==> src/rtl/cmdd_pkg.sv <==
`timescale 1ns/1ps
package cmdd_pkg;
    localparam int WORD_W    = 32;
    localparam int MODE_W    = 4;
    localparam int OFF_W     = 12;
    localparam int VAL_W     = 16;
    localparam int CLASS_W   = 10;
    localparam int IMM_W     = 12;
    localparam int INMASK_W  = 6;
    localparam int MODE_LSB  = WORD_W - MODE_W;
    localparam int OFF_LSB   = VAL_W;
    localparam int CLASS_LSB = INMASK_W;

    localparam logic [MODE_W-1:0] MODE_CLASS  = 4'd0;
    localparam logic [MODE_W-1:0] MODE_INCR   = 4'd1;
    localparam logic [MODE_W-1:0] MODE_FIXED  = 4'd2;
    localparam logic [MODE_W-1:0] MODE_SPARSE = 4'd3;
    localparam logic [MODE_W-1:0] MODE_IMM    = 4'd4;

    typedef struct packed {
        logic [CLASS_W-1:0] cls;
        logic [OFF_W-1:0]   off;
        logic [WORD_W-1:0]  data;
    } wr_t;

    typedef struct packed {
        logic [CLASS_W-1:0] cls;
        logic [OFF_W-1:0]   off;
        logic [VAL_W-1:0]   cnt;
        logic [VAL_W-1:0]   mask;
        logic               incr;
        logic               err;
        logic               wr_vld;
        wr_t                wr;
    } state_t;
endpackage

==> src/rtl/cmdd_hdr_decode.sv <==
`timescale 1ns/1ps
module cmdd_hdr_decode
    import cmdd_pkg::*;
(
    input  logic [WORD_W-1:0]   word,
    output logic                is_class,
    output logic                is_incr,
    output logic                is_fixed,
    output logic                is_sparse,
    output logic                is_imm,
    output logic                is_bad,
    output logic [OFF_W-1:0]    off,
    output logic [VAL_W-1:0]    val,
    output logic [CLASS_W-1:0]  cls,
    output logic [VAL_W-1:0]    inline_mask,
    output logic [WORD_W-1:0]   imm_data
);
    logic [MODE_W-1:0] mode;

    always_comb begin
        mode        = word[WORD_W-1:MODE_LSB];
        off         = word[OFF_LSB +: OFF_W];
        val         = word[VAL_W-1:0];
        cls         = word[CLASS_LSB +: CLASS_W];
        inline_mask = {{(VAL_W-INMASK_W){1'b0}}, word[INMASK_W-1:0]};
        imm_data    = {{(WORD_W-IMM_W){1'b0}}, word[IMM_W-1:0]};
        is_class    = (mode == MODE_CLASS);
        is_incr     = (mode == MODE_INCR);
        is_fixed    = (mode == MODE_FIXED);
        is_sparse   = (mode == MODE_SPARSE);
        is_imm      = (mode == MODE_IMM);
        is_bad      = !(is_class || is_incr || is_fixed || is_sparse || is_imm);
    end
endmodule

==> src/rtl/cmdd_lowbit_pick.sv <==
`timescale 1ns/1ps
module cmdd_lowbit_pick #(
    parameter int W = 16,
    localparam int IDX_W = (W > 1) ? $clog2(W) : 1
) (
    input  logic [W-1:0]     vec,
    output logic             any,
    output logic [IDX_W-1:0] idx,
    output logic [W-1:0]     rest
);
    logic [W:0]   seen;
    logic [W-1:0] first;

    assign seen[0] = 1'b0;

    for (genvar g = 0; g < W; g++) begin : g_chain
        assign first[g]  = vec[g] & ~seen[g];
        assign seen[g+1] = seen[g] | vec[g];
    end

    always_comb begin
        idx = '0;
        for (int i = 0; i < W; i++) begin
            if (first[i]) idx = idx | IDX_W'(i);
        end
    end

    assign any  = seen[W];
    assign rest = vec & ~first;
endmodule

==> src/rtl/cmd_stream_decoder.sv <==
`timescale 1ns/1ps
module cmd_stream_decoder
    import cmdd_pkg::*;
(
    input  logic                clk,
    input  logic                rst_n,
    input  logic                in_valid,
    output logic                in_ready,
    input  logic [WORD_W-1:0]   in_word,
    output logic                wr_valid,
    input  logic                wr_ready,
    output logic [CLASS_W-1:0]  wr_class,
    output logic [OFF_W-1:0]    wr_offset,
    output logic [WORD_W-1:0]   wr_data,
    output logic                err_flag
);
    localparam int IDX_W = $clog2(VAL_W);

    state_t s_d, s_q;

    logic                h_class, h_incr, h_fixed, h_sparse, h_imm, h_bad;
    logic [OFF_W-1:0]    h_off;
    logic [VAL_W-1:0]    h_val;
    logic [CLASS_W-1:0]  h_cls;
    logic [VAL_W-1:0]    h_inmask;
    logic [WORD_W-1:0]   h_imm_data;

    logic                mask_any;
    logic [IDX_W-1:0]    mask_idx;
    logic [VAL_W-1:0]    mask_rest;

    logic                accept;
    logic                hdr_phase;

    cmdd_hdr_decode i_hdr (
        .word        (in_word),
        .is_class    (h_class),
        .is_incr     (h_incr),
        .is_fixed    (h_fixed),
        .is_sparse   (h_sparse),
        .is_imm      (h_imm),
        .is_bad      (h_bad),
        .off         (h_off),
        .val         (h_val),
        .cls         (h_cls),
        .inline_mask (h_inmask),
        .imm_data    (h_imm_data)
    );

    cmdd_lowbit_pick #(.W(VAL_W)) i_pick (
        .vec  (s_q.mask),
        .any  (mask_any),
        .idx  (mask_idx),
        .rest (mask_rest)
    );

    assign in_ready  = !s_q.wr_vld || wr_ready;
    assign accept    = in_valid && in_ready;
    assign hdr_phase = !mask_any && (s_q.cnt == '0);

    always_comb begin
        s_d = s_q;
        if (s_q.wr_vld && wr_ready) begin
            s_d.wr_vld = 1'b0;
        end
        if (accept) begin
            if (mask_any) begin
                // a pending mask goes first: lowest set bit picks the offset
                s_d.wr_vld  = 1'b1;
                s_d.wr.cls  = s_q.cls;
                s_d.wr.off  = s_q.off + OFF_W'(mask_idx);
                s_d.wr.data = in_word;
                s_d.mask    = mask_rest;
            end else if (s_q.cnt != '0) begin
                s_d.wr_vld  = 1'b1;
                s_d.wr.cls  = s_q.cls;
                s_d.wr.off  = s_q.off;
                s_d.wr.data = in_word;
                s_d.cnt     = s_q.cnt - VAL_W'(1);
                if (s_q.incr) begin
                    s_d.off = s_q.off + OFF_W'(1);
                end
            end else begin
                if (h_class) begin
                    s_d.cls  = h_cls;
                    s_d.off  = h_off;
                    s_d.mask = h_inmask;
                end
                if (h_incr || h_fixed) begin
                    s_d.cnt  = h_val;
                    s_d.off  = h_off;
                    s_d.incr = h_incr;
                end
                if (h_sparse) begin
                    s_d.mask = h_val;
                    s_d.off  = h_off;
                end
                if (h_imm) begin
                    s_d.off     = h_off;
                    s_d.wr_vld  = 1'b1;
                    s_d.wr.cls  = s_q.cls;
                    s_d.wr.off  = h_off;
                    s_d.wr.data = h_imm_data;
                end
                if (h_bad) begin
                    s_d.err = 1'b1;
                end
            end
        end
    end

    always_ff @(posedge clk or negedge rst_n) begin
        if (!rst_n) begin
            s_q <= '0;
        end else begin
            s_q <= s_d;
        end
    end

    assign wr_valid  = s_q.wr_vld;
    assign wr_class  = s_q.wr.cls;
    assign wr_offset = s_q.wr.off;
    assign wr_data   = s_q.wr.data;
    assign err_flag  = s_q.err;
endmodule

==> config.mk <==
export PLATFORM = sky130hd
export DESIGN_NAME = cmd_stream_decoder
export DESIGN_NICKNAME = d
export VERILOG_FILES = /design/src/rtl/cmdd_pkg.sv /design/src/rtl/cmdd_hdr_decode.sv /design/src/rtl/cmdd_lowbit_pick.sv /design/src/rtl/cmd_stream_decoder.sv
export SDC_FILE = /design/constraint.sdc
export NUM_CORES = 1
export LEC_CHECK = 0
export BUFFER_PORTS_ARGS = -buffer_cell sky130_fd_sc_hd__buf_2
export CORE_MARGIN = 5
export CORE_UTILIZATION = 55
export CTS_BUF_LIST = sky130_fd_sc_hd__clkbuf_4
export DETAILED_ROUTE_END_ITERATION = 6
export GPL_TIMING_DRIVEN = 0
export PLACE_DENSITY = 0.81
export SLEW_MARGIN = 20
export SYNTH_ARGS = -nofsm -noshare
export SYNTH_HDL_FRONTEND = slang
export SYNTH_HIERARCHICAL = 1
export SYNTH_SLANG_ARGS = --single-unit
==> constraint.sdc <==
create_clock -name clk -period 3.26 [get_ports clk]
set_clock_uncertainty 0.2 [all_clocks]
set_input_delay 0.489 -clock clk [delete_from_list [all_inputs] [get_ports clk]]
set_output_delay 0.489 -clock clk [all_outputs]
set_load 0.01 [all_outputs]
Word-level counts from Yosys, hierarchy flattened
Index checks and enable logic that the tools add are counted.

cells by class
  $add $sub $neg = 3
  eq/ne operators = 6
  mux-type cells = 32
  bitwise logic cells = 50
  reduce and logical (&&, ||, !) cells = 22

operator list
  cell                                                  count
  2-to-1 mux 55 bit                                     4
  2-to-1 mux 28 bit                                     2
  2-to-1 mux 16 bit                                     3
  2-to-1 mux 12 bit                                     3
  2-to-1 mux 4 bit                                      8
  2-to-1 mux 22 bit                                     1
  2-to-1 mux 18 bit                                     1
  NOT 1 bit                                             18
  AND 16 bit                                            1
  NOT 16 bit                                            1
  AND reduction 4 bit                                   4
  nonzero test 16 bit                                   1
  subtractor 16 x 1 -> 16 bit (second input constant)   1
  AND 1 bit                                             15
  bitwise OR 1 bit                                      15
  adder 12 x 1 -> 12 bit (second input constant)        1
  adder 12 x 4 -> 12 bit                                1
  2-to-1 mux 3 bit                                      4
  equality test 4 x 2 -> 1 bit (second input constant)  2
  logical OR 1 bit                                      6
  AND reduction 3 bit                                   2
  nonzero test 3 bit                                    2
  nonzero test 5 bit                                    1
  equality test 4 x 1 -> 1 bit (second input constant)  1
  10 further kinds                                      15

word-level totals
  register bits after elaboration = 111
  output and inout port bits = 57
  logic and storage cells = 123

Depth between registers and ports, before layout
Gate-level depths: netlist of run 1.

  depth after elaboration = 20
  depth in mapped cells = 12
  depth with buffers taken out = 12

Modules after synthesis
The synthesis of run 1 kept the hierarchy.

modules (own cells, without submodules)
  module              instances  cells each  area an instance (um2)  sequential area each (um2)
  cmd_stream_decoder  1          722         6,556.3                 2,777.7
  cmdd_hdr_decode     1          94          705.7                   0.0
  cmdd_lowbit_pick    1          50          344.1                   0.0

Worst setup path after synthesis of run 1
Ideal clock, no wire load.

  kind = register to register
  start = reg s_q[61] in the netlist's numbering
  end = reg s_q, in the netlist wr_offset[8]
  setup time = 0.077 ns
  data arrival time = 2.924 ns
  setup slack = 0.058 ns
  cell stages (with the launch flop) = 12
  buffers on the path = 0
  clock period less this slack = 3.202 ns
  path through = dfrtp_1 -> nor4_4 -> nand2_2 -> or3_4 -> o221ai_2 -> inv_1 -> fa_1 -> nand2b_1 -> a2111oi_0 -> xor2_1 -> o22ai_1 -> a21oi_1

between the ends
  word-level cells in the longest chain between the ends = 16
  elaborated cells between the ends (all ways) = 51
  those cells by class = add/sub (1); mux (13); bitwise (35); reduce/logical (2)

ends and longest elaborated chain
  element                                                 line                                            RTL
  from (decl)                                             cmd_stream_decoder.sv:19                        state_t s_d, s_q;
  from (signal assigned)                                  cmd_stream_decoder.sv:114                       s_q <= '0;
  from (signal assigned)                                  cmd_stream_decoder.sv:116                       s_q <= s_d;
  bitwise OR 1 bit * (2 in series)                        cmdd_lowbit_pick.sv:18                          assign seen[g+1] = seen[g] | vec[g];
  NOT 1 bit or bitwise OR 1 bit (tied branches)           cmdd_lowbit_pick.sv:17, cmdd_lowbit_pick.sv:18
  AND 1 bit (tied with other cells)                       cmdd_lowbit_pick.sv:17                          assign first[g] = vec[g] & ~seen[g];
  2-to-1 mux 3 bit (tied with other cells)                cmdd_lowbit_pick.sv:24                          if (first[i]) idx = idx | IDX_W'(i);
  2-to-1 mux 3 bit or bitwise OR 1 bit (tied branches)    cmdd_lowbit_pick.sv:24, cmdd_lowbit_pick.sv:18
  2-to-1 mux 4 bit (tied with other cells) (3 in series)  cmdd_lowbit_pick.sv:24
  2-to-1 mux 4 bit or bitwise OR 1 bit (tied branches)    cmdd_lowbit_pick.sv:24, cmdd_lowbit_pick.sv:18
  2-to-1 mux 4 bit (tied with other cells) (2 in series)  cmdd_lowbit_pick.sv:24
  2-to-1 mux 4 bit or AND 1 bit (tied branches)           cmdd_lowbit_pick.sv:24, cmdd_lowbit_pick.sv:17
  2-to-1 mux 4 bit *                                      cmdd_lowbit_pick.sv:24
  net mask_idx[1]                                         cmd_stream_decoder.sv:29                        logic [IDX_W-1:0] mask_idx;
  adder 12 x 4 -> 12 bit *                                cmd_stream_decoder.sv:71                        s_d.wr.off = s_q.off + OFF_W'(mask_idx);
  2-to-1 mux 55 bit *                                     cmd_stream_decoder.sv:67                        if (mask_any) begin

The timed path passes the listed nets; every way through them passes the cells marked *.
A chain may end at the register's enable or synchronous reset.

Final worst setup path of run 1
  start = reg s_q[68] in the netlist's numbering
  end = reg s_q, in the netlist wr_offset[10]

between the ends
  word-level cells in the longest chain between the ends = 9
  elaborated cells between the ends (all ways) = 23
  those cells by class = add/sub (1); mux (6); bitwise (14); reduce/logical (2)

ends and longest elaborated chain
  element                                        line
  bitwise OR 1 bit (3 in series)                 cmdd_lowbit_pick.sv:18
  NOT 1 bit or bitwise OR 1 bit (tied branches)  cmdd_lowbit_pick.sv:17, cmdd_lowbit_pick.sv:18
  AND 1 bit or NOT 1 bit (tied branches)         cmdd_lowbit_pick.sv:17
  2-to-1 mux 4 bit or AND 1 bit (tied branches)  cmdd_lowbit_pick.sv:24, cmdd_lowbit_pick.sv:17
  2-to-1 mux 4 bit *                             cmdd_lowbit_pick.sv:24
  net mask_idx[1]                                cmd_stream_decoder.sv:29
  adder 12 x 4 -> 12 bit *                       cmd_stream_decoder.sv:71
  2-to-1 mux 55 bit *                            cmd_stream_decoder.sv:67

Marked as above.

==> flow_metrics.tcl, run 1 <==
set metrics [dict create \
    via_per_inst 5.56 \
    avgSynthCellArea_sq_um 8.78 \
    nets 1079 \
    worst_pin_slew_ns 0.730 \
    synthTopCellsByCount "buf_4, nand2_1, dfrtp_1, a21oi_1, nor2_1" \
    p_clk_share_pct 22.1 \
    yosysUniqueCellTypes 81 \
    share_seq_of_total_power_pct 50.3 \
    utilization_pct 66.0 \
    fin_hold_ws_ns 0.0341 \
    async_flop_share_pct 100 \
    power_mw 3.37 \
    die_w_microns 128 \
    cts_sinks 111 \
    root_buffer "clkbuf_4" \
    grt_pass1_vias 6444 \
    grt_overflow_total 0 \
    dpl_cell_area_sq_um 8430 \
    io_pins 93 \
    htreeDepth 3 \
    synth_top_area_share_pct 36.5 \
    ir_drop_mv 0.247 \
    rsz0062_at_grt "true" \
    slew_viol_final 0 \
    numCtsBuffers 9 \
    setup_viol 0 \
    critical_path_arrival_ns 3.45 \
    cp_slowest_stage_delay_ns 0.48 \
    sw_frac_of_total_pct 32.8 \
    dp_hpwl_microns 14600 \
    timing.final.crit_share_pct 98.9 \
    synth-main-ff-cell "dfrtp_1" \
    remaining_drc_errors 4 \
    synthCells 866 \
    path_class "reg2reg" \
    grt_pass1_wl_microns 32900 \
    cp-start-kind "register" \
    hold_class "in2reg" \
    fmax_mhz 310 \
    area_growth_pct 19.1 \
    synth_seq_cells 111 \
    final.setup.worst_slack_ns 0.0372 \
    status "finished with violations" \
    finalWirelength_microns 20100 \
    grt_max_degree 79 \
    synth_warnings 6 \
    start_util_pct 55.4 \
    gp_congestion 0.922 \
    cts_tree "done" \
    preCtsSetupSlack_ns -0.543 \
    clkTransAtPathRegs_ns 0.19 \
    period_needed_ns 3.22 \
    synth_area_leaders "dfrtp_1, buf_4, nand2_1" \
    io_buffer_count 92 \
    worstPathCellList "nor4_4, nor3b_4, nand3_2, o221ai_4, inv_2, fa_2, nand2b_4, a2111oi_4, xor2_1, o22ai_1, a21oi_1" \
    synth-edff-count 0 \
    design_area_sq_um 9060 \
    layout.cells.non_filler 1221 \
    die_y_microns 128 \
    yosysTopAreaCell "dfrtp_1" \
    power_switching_mw 1.11 \
    p_per_area_nw_per_um2 372 \
    syn-cell-area_sq_um 7610 \
    slew_headroom_pct 50.9 \
    dieArea_sq_um 16300 \
    layout-drive-gt1-share_pct 34.1 \
    combPwrFrac_pct 27.7 \
    wl_per_cell_microns 16.5 \
    first_pass_iters 7 \
    critical-path-slowest-cell "dfrtp_2" \
    yosysMostFrequentCell "buf_4" \
    leakage_nw 4.29 \
    critPathCaptureType "register" \
    fp.coreArea_sq_um 13700 \
    intPower_mw 2.27 \
    finalHoldViolations 0 \
    ant_nets 0 \
    place_inst 1168 \
    drtIter0Drc 623 \
    clk-insertion-delay-late_ns 0.50 \
    required_ns 3.48 \
    grtUsageTotal_pct 25.0 \
    violations "DRC" \
    grt_antenna_before_repair 1 \
    cts_buffer_depth 2 \
    ys_seq_area_share_pct 36.5 \
    num_vias 6790 \
    setup_tns_ns 0 \
    num_rows 43 \
    cap_violations 0 \
    crit_fanout 4 \
]
[logic make-up after synthesis]
logic type	share of synthesized area, %
muxes	3.85
adders and majority gates	1.41
buffers and inverters	18.6
AOI/OAI and AO/OA	20.7
other	0.0987
xor gates and xnor gates	0.921
and+or+nand+nor	17.9
DFF	36.5
[sequential cells by signal, summed over array words and instances (netlist names)]
signal,count
wr_class,10
s_q,55
wr_offset,12
wr_data,32
wr_valid,1
err_flag,1
[repair_timing]
action                                  CTS  global route
endpoints found under the setup margin   23            40
resized for setup                        15            21
pin swaps                                 5            14
hold buffers                             16             0
buffers inserted                          4            16
endpoints found under the hold margin    48             0
[layout make-up]
type | instances | area [sq um]
clock inverters | 7 | 78.8
repair buffers | 129 | 805
plain buffers | 189 | 1310
diodes | 1 | 2.50
multi-input cells | 566 | 3670
clock buffers | 9 | 67.6
inverters | 29 | 113
flip-flops and latches | 111 | 2790
fillers | 1112 | 4660
well taps | 180 | 225
[layer usage]
metal  share of wire, %  vias to the layer above  GRT usage [%]
met5                  0                        -              0
met4                2.4                        0           9.36
met3                7.7                       47           4.06
met2                 46                      291           38.8
met1                 44                     3208           35.3
li1                   -                     3244              -
[cells in the final DEF, fill, tap and decap left out, types with 6 or more instances in the layout]
cell type      count
a21oi_1           68
a22oi_1           33
a22oi_2            6
a2bb2oi_1          8
buf_2            115
buf_4            166
clkbuf_1          16
clkbuf_4           9
conb_1            31
dfrtp_1          102
dfrtp_2            9
dlygate4sd3_1     16
ha_1               7
inv_1             27
mux2_1            10
mux2i_1           18
nand2_1          120
nand3_1           19
nand4_1            6
nor2_1            36
nor3_1             8
nor4_1            18
o21a_1             7
o21ai_0           31
o21ai_1            9
o22ai_1           11
o31a_1             6
[power by group through the flow]
stage | clock network, mW | registers (mW) | logic, mW
floorplan | 0 | 1.67 | 0.605
global placement | 0 | 1.70 | 0.818
detailed placement | 0 | 1.71 | 0.845
CTS | 0.761 | 1.69 | 0.879
global route | 0.802 | 1.72 | 1.03
finish | 0.744 | 1.70 | 0.933
[worst max-delay path, delay by kind of cell (launching register included)]
| kind | cells | cell delay, ns |
|---|---|---|
| simple gates | 4 | 0.99 |
| fa+ha+maj | 1 | 0.35 |
| buf+inv | 1 | 0.05 |
| flops | 1 | 0.48 |
| xor+xnor | 1 | 0.20 |
| compound gates | 4 | 0.87 |
[path summary, 6_finish.rpt]
check                       startpoint             to  slack (ns)  cells after the start
max                            s_q[68]  wr_offset[10]        0.04                     11
min                        in_word[14]    wr_data[14]        0.03                      3
max reg2reg                    s_q[68]  wr_offset[10]        0.04                     11
min reg2reg                   s_q[108]    wr_class[7]        0.29                      2
max in group asynchronous        rst_n        s_q[62]        1.91                      3
min in group asynchronous        rst_n    wr_data[30]        0.23                      2
No activity file was read; power rests on OpenSTA's default activity.
==> run 2, diff against run 1 <==
--- a/config.mk
+++ b/config.mk
@@ -7,11 +7,11 @@
 export LEC_CHECK = 0
 export BUFFER_PORTS_ARGS = -buffer_cell sky130_fd_sc_hd__buf_2
 export CORE_MARGIN = 5
-export CORE_UTILIZATION = 55
+export CORE_UTILIZATION = 65
 export CTS_BUF_LIST = sky130_fd_sc_hd__clkbuf_4
 export DETAILED_ROUTE_END_ITERATION = 6
 export GPL_TIMING_DRIVEN = 0
-export PLACE_DENSITY = 0.81
+export PLACE_DENSITY = 0.9
 export SLEW_MARGIN = 20
 export SYNTH_ARGS = -nofsm -noshare
 export SYNTH_HDL_FRONTEND = slang
==> constraint.sdc (replaced) <==
create_clock -name clk -period 4.1 [get_ports clk]
set_clock_uncertainty 0.2 [all_clocks]
set_input_delay 0.615 -clock clk [delete_from_list [all_inputs] [get_ports clk]]
set_output_delay 0.615 -clock clk [all_outputs]
set_load 0.01 [all_outputs]
==> run 2 against run 1 <==
Compared with the run above: the flow now finishes without violations; cell count shrank 6.0%; via count shrank 1.9%; setup slack gained 0.30 ns; global-route usage grew 3.2 points; sequential power is 21% lower; non-clock buffer count fell by 35; sequential share of layout area up 1.7 points; hold slack gained 0.059 ns; critical endpoint is now wr_offset[8].
==> flow_metrics.tcl, run 2 (same netlist as run 1, synthesis figures left out) <==
set metrics [dict create \
    leakage_nw 4.10 \
    utilization_pct 74.5 \
    cts_sinks 111 \
    worstPathCellList "nor4_4, nand2_2, or3_4, o221ai_2, inv_1, fa_1, nand2b_1, a2111oi_0, xor2_1, o22ai_1, a21oi_1" \
    num_vias 6664 \
    p_per_area_nw_per_um2 302 \
    top_register "s_q" \
    remaining_drc_errors 0 \
    die_w_microns 118 \
    die_y_microns 118 \
    fmax_mhz 266 \
    period_needed_ns 3.77 \
    io_buffer_count 92 \
    setup_tns_ns 0 \
    timing.final.crit_share_pct 91.8 \
    start_util_pct 66.3 \
    slew_headroom_pct 43.8 \
    status "complete, no violations" \
    root_buffer "clkbuf_4" \
    via_per_inst 5.80 \
    fp.coreArea_sq_um 11500 \
    layout-drive-gt1-share_pct 31.1 \
    layout.cells.non_filler 1148 \
    mostFrequentLayoutCells "buf_4, nand2_1, buf_2" \
    grt_pass1_wl_microns 32600 \
    clkTransAtPathRegs_ns 0.19 \
    grt_pass1_vias 6562 \
    grt_antenna_before_repair 0 \
    ant_nets 0 \
    setup_viol 0 \
    slew_viol_final 0 \
    cp_slowest_stage_delay_ns 0.68 \
    htreeDepth 3 \
    largest_register_ffs 55 \
    numCtsBuffers 9 \
    grt_max_degree 57 \
    cts_buffer_depth 2 \
    gp_congestion 0.928 \
    cap_violations 0 \
    design_area_sq_um 8540 \
    first_pass_iters 5 \
    io_pins 93 \
    nets 1044 \
    dp_hpwl_microns 14800 \
    finalWirelength_microns 19600 \
    hold_class "in2reg" \
    critical-path-slowest-cell "a2111oi_0" \
    grtUsageTotal_pct 28.2 \
    n_antenna_cell 0 \
    dieArea_sq_um 14000 \
    wl_per_cell_microns 17.1 \
    rsz0062_at_grt "false" \
    grt_overflow_total 0 \
    path_class "reg2reg" \
    nFillCells 871 \
    required_ns 4.35 \
    place_inst 1131 \
    clk-insertion-delay-late_ns 0.52 \
    worst_pin_slew_ns 0.836 \
    critical_path_arrival_ns 4.02 \
    ir_drop_mv 0.315 \
    drtIter0Drc 561 \
    critPathCaptureType "register" \
    area_growth_pct 12.3 \
    finalHoldViolations 0 \
    final_common_cell "buf_4" \
    crit_fanout 7 \
    cp-start-kind "register" \
    cts_tree "done" \
    num_rows 39 \
    dpl_cell_area_sq_um 8390 \
    post_cts_buffers 0 \
]
-- run 2: changes by cell type in the layout (fill, tap and decap cells not counted), sizes merged --
cell         change
dlygate4sd3     -15
buf             -20
clkinv           +4
diode            -1
clkinvlp         -3
inv              -1
clkbuf           +1
bufinv           -1
-- run 2: layout make-up --
type	instances	area [sq um]	share of cell area (%)
Multi-Input combinational cell	566	3530	41.3
Sequential cell	111	2780	32.5
Buffer	189	1310	15.3
Timing Repair Buffer	94	504	5.90
Tap cell	143	179	2.09
Inverter	29	109	1.27
Clock buffer	10	75.1	0.879
Clock inverter	6	62.6	0.732
-- run 2: layer usage --
layer / up-vias / track usage, % / part of all wire, %
li1: 3175 / - / -
met1: 3164 / 38.5 / 42
met2: 296 / 44.9 / 48
met3: 29 / 6.97 / 8.4
met4: 0 / 7.74 / 1.3
met5: - / 0 / 0
-- run 2: power by group --
part / total, mW / switching (mW) / internal [mW]
clock network: 0.567 / 0.421 / 0.147
logic: 0.673 / 0.322 / 0.350
registers: 1.34 / 0.130 / 1.21
-- run 2: timing repair --
action,CTS,global route
resized for setup,0,0
endpoints found under the hold margin,55,0
setup endpoints to repair,0,0
hold buffers,1,0
-- run 2: worst max-delay path, delay by kind of cell (launching register included) --
kind	cells	cell delay [ns]
xor gates and xnor gates	1	0.21
AOI/OAI and AO/OA	4	1.11
adders and majority gates	1	0.42
DFF	1	0.49
and+or+nand+nor	4	1.22
buffers and inverters	1	0.09
-- run 2: path summary, 6_finish.rpt --
check	startpoint	to	slack [ns]	depth (start not counted)
worst max-delay path	s_q[61]	wr_offset[8]	0.33	11
worst min-delay path	in_word[26]	wr_data[26]	0.09	3
worst max register to register	s_q[61]	wr_offset[8]	0.33	11
worst min register to register	s_q[107]	wr_class[6]	0.29	2
max in group asynchronous	rst_n	wr_offset[11]	2.62	3
min in group asynchronous	rst_n	wr_data[24]	0.39	2
-- run 2: per-stage QoR --
step	setup WS, ns	power [mW]	hold slack, ns
after floorplan	0.898	1.81	0.119
after global placement	0.378	2.00	0.247
after detailed placement	0.420	2.03	0.254
after CTS	0.375	2.58	0.0738
after global routing	0.187	2.73	0.0638
final	0.334	2.58	0.0928
==> run 3, diff against run 2 <==
--- a/config.mk
+++ b/config.mk
@@ -11,7 +11,8 @@
 export CTS_BUF_LIST = sky130_fd_sc_hd__clkbuf_4
 export DETAILED_ROUTE_END_ITERATION = 6
 export GPL_TIMING_DRIVEN = 0
-export PLACE_DENSITY = 0.9
+export HOLD_SLACK_MARGIN = 0.15
+export PLACE_DENSITY = 0.93
 export SLEW_MARGIN = 20
 export SYNTH_ARGS = -nofsm -noshare
 export SYNTH_HDL_FRONTEND = slang
==> run 3 against run 2 <==
Compared with the run above: core utilization up 2.2 points; register-to-register slack better by 0.098 ns; global-route usage up 2.0 points; combinational power up 4.3%; sequential cell count unchanged; non-clock buffer count up 24; cell area up 2.9%; die area unchanged; routed wire length up 7.3%; clock-buffer cell count unchanged.
==> flow_metrics.tcl, run 3 (same netlist as run 1, synthesis figures left out) <==
set metrics [dict create \
    grtUsageTotal_pct 30.1 \
    gp_congestion 0.995 \
    power_mw 2.65 \
    final.setup.worst_slack_ns 0.432 \
    clkTransAtPathRegs_ns 0.17 \
    grt_pass1_vias 6883 \
    remaining_drc_errors 0 \
    wl_per_cell_microns 18.0 \
    layout-drive-gt1-share_pct 30.3 \
    fin_hold_ws_ns 0.163 \
    num_vias 6921 \
    cts_resized 0 \
    grt_antenna_before_repair 0 \
    numCtsBuffers 9 \
    timing.final.crit_share_pct 89.5 \
    crit_fanout 7 \
    cp-start-kind "register" \
    cts_sinks 111 \
    grt_overflow_total 0 \
    critical_path_arrival_ns 3.90 \
    mostFrequentLayoutCells "buf_4, nand2_1, buf_2" \
    utilization_pct 76.7 \
    htreeDepth 3 \
    final_common_cell "buf_4" \
    preCtsSetupSlack_ns 0.472 \
    io_buffer_count 92 \
    leakage_nw 4.20 \
    drtIter0Drc 553 \
    cts_buffer_depth 2 \
    reg2reg_from "s_q[61]" \
    fmax_mhz 273 \
    post_cts_buffers 0 \
    worstPathCellList "nor4_4, nand2_2, o32ai_1, ha_1, inv_1, fa_1, nand2b_1, a2111oi_0, xor2_1, o22ai_1, a21oi_1" \
    hold_depth 3 \
    dieArea_sq_um 14000 \
    ir_drop_mv 0.298 \
    worst_pin_slew_ns 1.02 \
    fp.coreArea_sq_um 11500 \
    rr_worst_depth 11 \
    die_y_microns 118 \
    top_register "s_q" \
    dp_hpwl_microns 15000 \
    grt_pass1_wl_microns 34300 \
    worst-path-buf-inv 1 \
    root_buffer "clkbuf_4" \
    area_growth_pct 15.6 \
    hold_class "in2reg" \
    hp-start "in_word[1]" \
    path_class "reg2reg" \
    cp_slowest_stage_delay_ns 0.54 \
    status "complete, no violations" \
    finalWirelength_microns 21100 \
    finalHoldViolations 0 \
    io_pins 93 \
    r2r_slack_ns 0.43 \
    cap_violations 0 \
    min_to "wr_data[1]" \
    die_w_microns 118 \
    largest_register_ffs 55 \
    critical-path-slowest-cell "a2111oi_0" \
    p_per_area_nw_per_um2 301 \
    slew_headroom_pct 30.9 \
    start_util_pct 66.3 \
    critPathCaptureType "register" \
    grt_max_degree 79 \
    ant_nets 0 \
    hold_buffers 24 \
    cts_tree "done" \
    first_pass_iters 7 \
    n_antenna_cell 0 \
    rsz0062_at_grt "false" \
    clk-insertion-delay-late_ns 0.50 \
    via_per_inst 5.91 \
    nets 1068 \
    num_rows 39 \
    cp_top_family "compound AO/OA/AOI/OAI gates" \
    required_ns 4.33 \
    slew_viol_final 0 \
    period_needed_ns 3.67 \
    setup_tns_ns 0 \
    worstReg2RegEnd "wr_offset[10]" \
    setup_viol 0 \
]
==> run 3: cell types whose count changed in the layout (fill, tap and decap cells not counted) <==
cell	previous run	this run
nor4b_2	1	0
bufinv_16	0	1
dlygate4sd3_1	1	25
nor4b_1	2	3
clkinv_8	1	0
inv_6	1	2
clkinv_4	3	2
==> run 3: worst max path at each step <==
stage | startpoint | endpoint | slack, ns | cells past startpoint
final | s_q[61] | wr_offset[10] | 0.43 | 11
after global routing | s_q[65] | s_q[92] | 0.22 | 8
after CTS | s_q[58] | wr_offset[8] | 0.47 | 11
after detailed placement | s_q[58] | wr_offset[8] | 0.47 | 11
after global placement | s_q[61] | wr_offset[8] | 0.56 | 11
after floorplan | s_q[61] | wr_offset[8] | 0.90 | 11
==> run 3: per-layer routing <==
metal  up-vias  part of all wire, %  GRT usage, %
met5         -                    0             0
li1       3227                    -             -
met2       317                   48          48.9
met1      3319                   42          40.0
met4         0                  2.8          12.3
met3        58                  7.4          5.40
==> run 3: final cells by class <==
cell class                      instances  area [sq um]
Buffer                                189          1310
Clock buffer                           10          75.1
Clock inverter                          6          76.3
Fill cell                             740          2680
Inverter                               29           109
Multi-Input combinational cell        566          3520
Sequential cell                       111          2780
Tap cell                              143           179
Timing Repair Buffer                  118           744
==> run 3: worst reg2reg max path: stages, from the launching register on <==
cell	delay, ns
dfrtp_1	0.50
nor4_4	0.46
nand2_2	0.15
o32ai_1	0.41
ha_1	0.25
inv_1	0.06
fa_1	0.39
nand2b_1	0.22
a2111oi_0	0.55
xor2_1	0.20
o22ai_1	0.09
a21oi_1	0.14
==> run 3: where the power goes <==
group | total (mW) | switching [mW] | internal [mW]
Sequential | 1.35 | 0.135 | 1.21
Combinational | 0.702 | 0.337 | 0.365
Clock | 0.598 | 0.394 | 0.204
==> run 3: metrics by stage <==
step,instances,instance area (sq um)
finish,1172,8790
global route,1172,8790
CTS,1171,8780
detailed placement,1131,8390
global placement,1130,8350
floorplan,895,7710
